## src/rtl/rcs_pkg.sv

```systemverilog
package rcs_pkg;

   typedef enum logic [1:0] {
      SEQ_IDLE = 2'd0,
      SEQ_RUN  = 2'd1,
      SEQ_WAIT = 2'd2
   } seq_state_e;

   localparam int unsigned BYTE_W = 8;

endpackage

```

## src/rtl/rcs_addr_seq.sv

```systemverilog
module rcs_addr_seq
   import rcs_pkg::*;
#(
   parameter int unsigned              ADDR_W     = 16,
   parameter int unsigned              REGION_LEN = 8192,
   parameter logic [ADDR_W-1:0]        BASE_ADDR  = '0
) (
   input  logic              clk,
   input  logic              rst_n,
   input  logic              start_i,
   input  logic              fin_i,
   output logic              accept_o,
   output logic              rd_o,
   output logic              last_o,
   output logic [ADDR_W-1:0] addr_o,
   output logic              busy_o
);
   localparam int unsigned       CNT_W     = (REGION_LEN > 1) ? $clog2(REGION_LEN) : 1;
   localparam logic [CNT_W-1:0]  CNT_LAST  = CNT_W'(REGION_LEN - 1);
   localparam logic [ADDR_W-1:0] LAST_ADDR = BASE_ADDR + ADDR_W'(REGION_LEN - 1);

   seq_state_e       state_q;
   logic [CNT_W-1:0] cnt_q;

   assign accept_o = start_i && (state_q == SEQ_IDLE);
   assign rd_o     = (state_q == SEQ_RUN);
   assign last_o   = rd_o && (cnt_q == CNT_LAST);
   assign addr_o   = BASE_ADDR + ADDR_W'(cnt_q);
   assign busy_o   = (state_q != SEQ_IDLE);

   always_ff @(posedge clk or negedge rst_n) begin
      if (!rst_n) begin
         state_q <= SEQ_IDLE;
         cnt_q   <= '0;
      end else begin
         unique case (state_q)
            SEQ_IDLE: if (accept_o) begin
               state_q <= SEQ_RUN;
               cnt_q   <= '0;
            end
            SEQ_RUN: begin
               if (last_o) state_q <= SEQ_WAIT;
               else        cnt_q   <= cnt_q + 1'b1;
            end
            SEQ_WAIT: if (fin_i) state_q <= SEQ_IDLE;
            default: state_q <= SEQ_IDLE;
         endcase
      end
   end

   assert_addr_step_R2: assert property (@(posedge clk) disable iff (!rst_n)
      (rd_o && !last_o) |=> (rd_o && addr_o == $past(addr_o) + ADDR_W'(1)));

   assert_addr_range_R2: assert property (@(posedge clk) disable iff (!rst_n)
      rd_o |-> (addr_o >= BASE_ADDR && addr_o <= LAST_ADDR));

   assert_start_ignored_R8: assert property (@(posedge clk) disable iff (!rst_n)
      (start_i && state_q == SEQ_RUN) |=> (state_q != SEQ_IDLE));

endmodule

```

## config.mk

```make
export PLATFORM = sky130hd
export DESIGN_NAME = rcs_addr_seq
export DESIGN_NICKNAME = d
export VERILOG_FILES = /design/src/rtl/rcs_pkg.sv /design/src/rtl/rcs_addr_seq.sv
export SDC_FILE = /design/constraint.sdc
export NUM_CORES = 1
export LEC_CHECK = 0
export ABC_AREA = 0
export BUFFER_PORTS_ARGS = -buffer_cell sky130_fd_sc_hd__buf_2
export CAP_MARGIN = 10
export CORE_UTILIZATION = 55
export CTS_CLUSTER_DIAMETER = 150
export DETAILED_ROUTE_END_ITERATION = 6
export PLACE_DENSITY = 0.83
export REMOVE_ABC_BUFFERS = 1
export SLEW_MARGIN = 10
export SYNTH_ARGS = -nofsm -noshare
export SYNTH_HDL_FRONTEND = slang
export SYNTH_SLANG_ARGS = --single-unit
```

## constraint.sdc

```tcl
create_clock -name clk -period 2.8 [get_ports clk]
set_clock_uncertainty 0.05 [all_clocks]
set_input_delay 0.56 -clock clk [delete_from_list [all_inputs] [get_ports clk]]
set_output_delay 0.56 -clock clk [all_outputs]
set_load 0.03 [all_outputs]
```

==> reports/summary.txt <==
Maxcap violations: 0
Port Buf Inserts: 20
DRC: 0
CTS max path bufs: 2
Maximum VDD drop: 0.5943 mV
#FFs+latches synth: 15
Worst-Margin Slew: 0.5684 ns
Most frequent cells in the layout: buf_2 (20), dfrtp_1 (15), inv_1 (13)
Num CTS Buffers: 3
Pwr dens: 1039 mW/mm2
Crit-path max cell delay: 0.43 ns
Critical Path Start Type: flip-flop
Complex-gate fraction of the synthesized area: 23.95%
GP Congestion: 0.8041
Crit-path cells: ha_1, nand4_2, nor2_1, nand4_1, nor2_1, buf_2
Post-synthesis adder-cell area fraction: 1.353%
Post-synthesis sequential area ratio: 40.60%
HPWL after detailed placement: 1431 um
Clock Sinks: 15
Met2 Use GR: 36.06%
Final setup TNS: 0 ns
Worst setup EP type: output pin
Worst-path clk slew: 0.10 ns
CTS tree: done
Ratio of cells with drive above 1 in the final layout: 28.93%
Top cells by area, synth: dfrtp_1 (41%), inv_1 (5.3%), o21ai_0 (3.8%), a31oi_2 (2.7%), nand4_1 (2.7%)
CP max FO: 5
WL final: 2004 um
Top_reg_cell synth: dfrtp_1
Relative slew slack: 62.10%
Pins Over Slew Limit: 0
Crit path time final: 2.479 ns
Root buffer cell: clkbuf_4
Gr busiest metal: met2
First-pass GRT wire length: 3174 um
Number of placement rows: 14
Synth unique cells: 36
Crit path max-delay cell type: dfrtp_1
Syn Area/Cell: 9.246 um2
Initial DRC Count: 32
Post-Synth Simple-Gate Area: 23.14%
Mapped Cells: 100
Maximum clock rate: 403.5 MHz
Crit-path leading delay family: simple AND/OR/NAND/NOR gates
Final ANT Viol Nets: 0
Final hold vios: 0
I/O Pins: 24
Xor and xnor area share after synthesis: 0%
Pleak: 0.4841 nW
GRT met3 Usage: 3.404%
Most common cell after layout, fill and taps aside: buf_2
WS Path Type: flip-flop to output pin
Crit path DAT: 1.87 ns
Largest family of logic cells by synthesized area: compound AO/OA/AOI/OAI gates
Ys Warns: 0
# hold bufs at CTS: 0
Synthesized area: 924.6 um2
Die H: 43 um
Post-synth EDFFs: 0
Die footprint: 0.001849 mm2
Multiplexer area fraction after synthesis: 0%
Initial antenna violation count: 0
Pwr Total: 1.079 mW
Die X-Extent: 43 um
Via Count: 845
Vias in the first global route: 705
Final period util: 88.52%
Vias per cell: 6.168
Post-synth top area cell: dfrtp_1
Worst skew pair latency: 0.28 ns
Postcts setup bufs: 0
Synth-to-Final Area Change: 12.31%
Worst path buffer plus inverter count: 1
# resized after CTS: 0
ANT cells: 0
Status: complete, no violations
Core area: 0.001541 mm2
Met1 global-route usage: 31.52%
Most Frequent Cell on Critical Path: nor2_1
Detailed Routing Iterations Pass 1: 4
Avg WL per Cell: 14.63 um
Remaining global-route overflow: 0
Htree depth: 1
GRT Overall Usage: 23.05%
Nets: 127
RSZ-0062 raised after global routing: false
Post-synth ARST share: 100.0%
CP Data Required Time: 2.19 ns
Starting Density: 59.98%
Pin count of the biggest net entering global routing: 16
Yosys top cell area share: 40.60%
Final setup vio count: 0
Hold/Removal Path Class: input pin to asynchronous set/reset pin
[path summary, 6_finish.rpt]
| check | from | slack (ns) | cells past startpoint | endpoint |
|---|---|---|---|---|
| max | cnt_q[0]$_DFFE_PN0P_ | 0.32 | 6 | last_o |
| min | rst_n | 0.11 | 1 | cnt_q[9]$_DFFE_PN0P_ |
| max reg2reg | cnt_q[0]$_DFFE_PN0P_ | 0.75 | 5 | cnt_q[10]$_DFFE_PN0P_ |
| min reg2reg | state_q[1]$_DFFE_PN0P_ | 0.55 | 2 | state_q[1]$_DFFE_PN0P_ |
| max in group asynchronous | rst_n | 2.33 | 1 | cnt_q[11]$_DFFE_PN0P_ |
| min in group clk | fin_i | 0.42 | 2 | state_q[1]$_DFFE_PN0P_ |
[layer usage]
layer,up-vias,share of wire (%)
met1,406,42
met4,0,1.2
li1,403,-
met3,4,6.2
met5,-,0
met2,32,50
[flip-flops by register name, summed over array words and instances (netlist names)]
register / cells
state_q: 2
cnt_q: 13
[logic make-up after synthesis]
family	after synthesis
compound gates	31
fa+ha+maj	1
buf+inv	19
flops	15
other cells	1
simple gates	33
[metrics by stage]
step                      std cells  util [%]  setup slack (ns)  hold slack [ns]  cell area (um2)
after floorplan                  96         -            0.4212           0.2144            883.3
after global placement          133     65.58            0.7294           0.4325             1011
after detailed placement        133     65.58            0.6612           0.4391             1011
after CTS                       137     67.37            0.3228           0.1147             1039
after global routing            137     67.37            0.1796           0.1249             1039
final                           137     67.37            0.3215           0.1118             1039
[where the power goes]
group / switching, mW / internal (mW)
Clock: 0.0728 / 0.0530
Combinational: 0.341 / 0.172
Sequential: 0.142 / 0.299
Total: 0.555 / 0.524
[area by class of cell]
cell class | instances | area, um2
clock buffer | 3 | 22.52
clock inverter | 1 | 5.005
fill | 131 | 503.0
inverter | 13 | 48.80
multi-input combinational | 68 | 459.2
sequential | 15 | 375.4
tap | 16 | 20.02
timing repair buffer | 21 | 107.6
[synthesized netlist by cell type (all sizes together), types with 3 or more instances]
cell type	count
a21oi	4
a31oi	3
buf	5
dfrtp	15
inv	13
nand2	5
nand3	5
nand4	5
nor2	5
o211ai	4
o21ai	11
or4	3
Note: power is estimated with default switching activity, not from simulation.
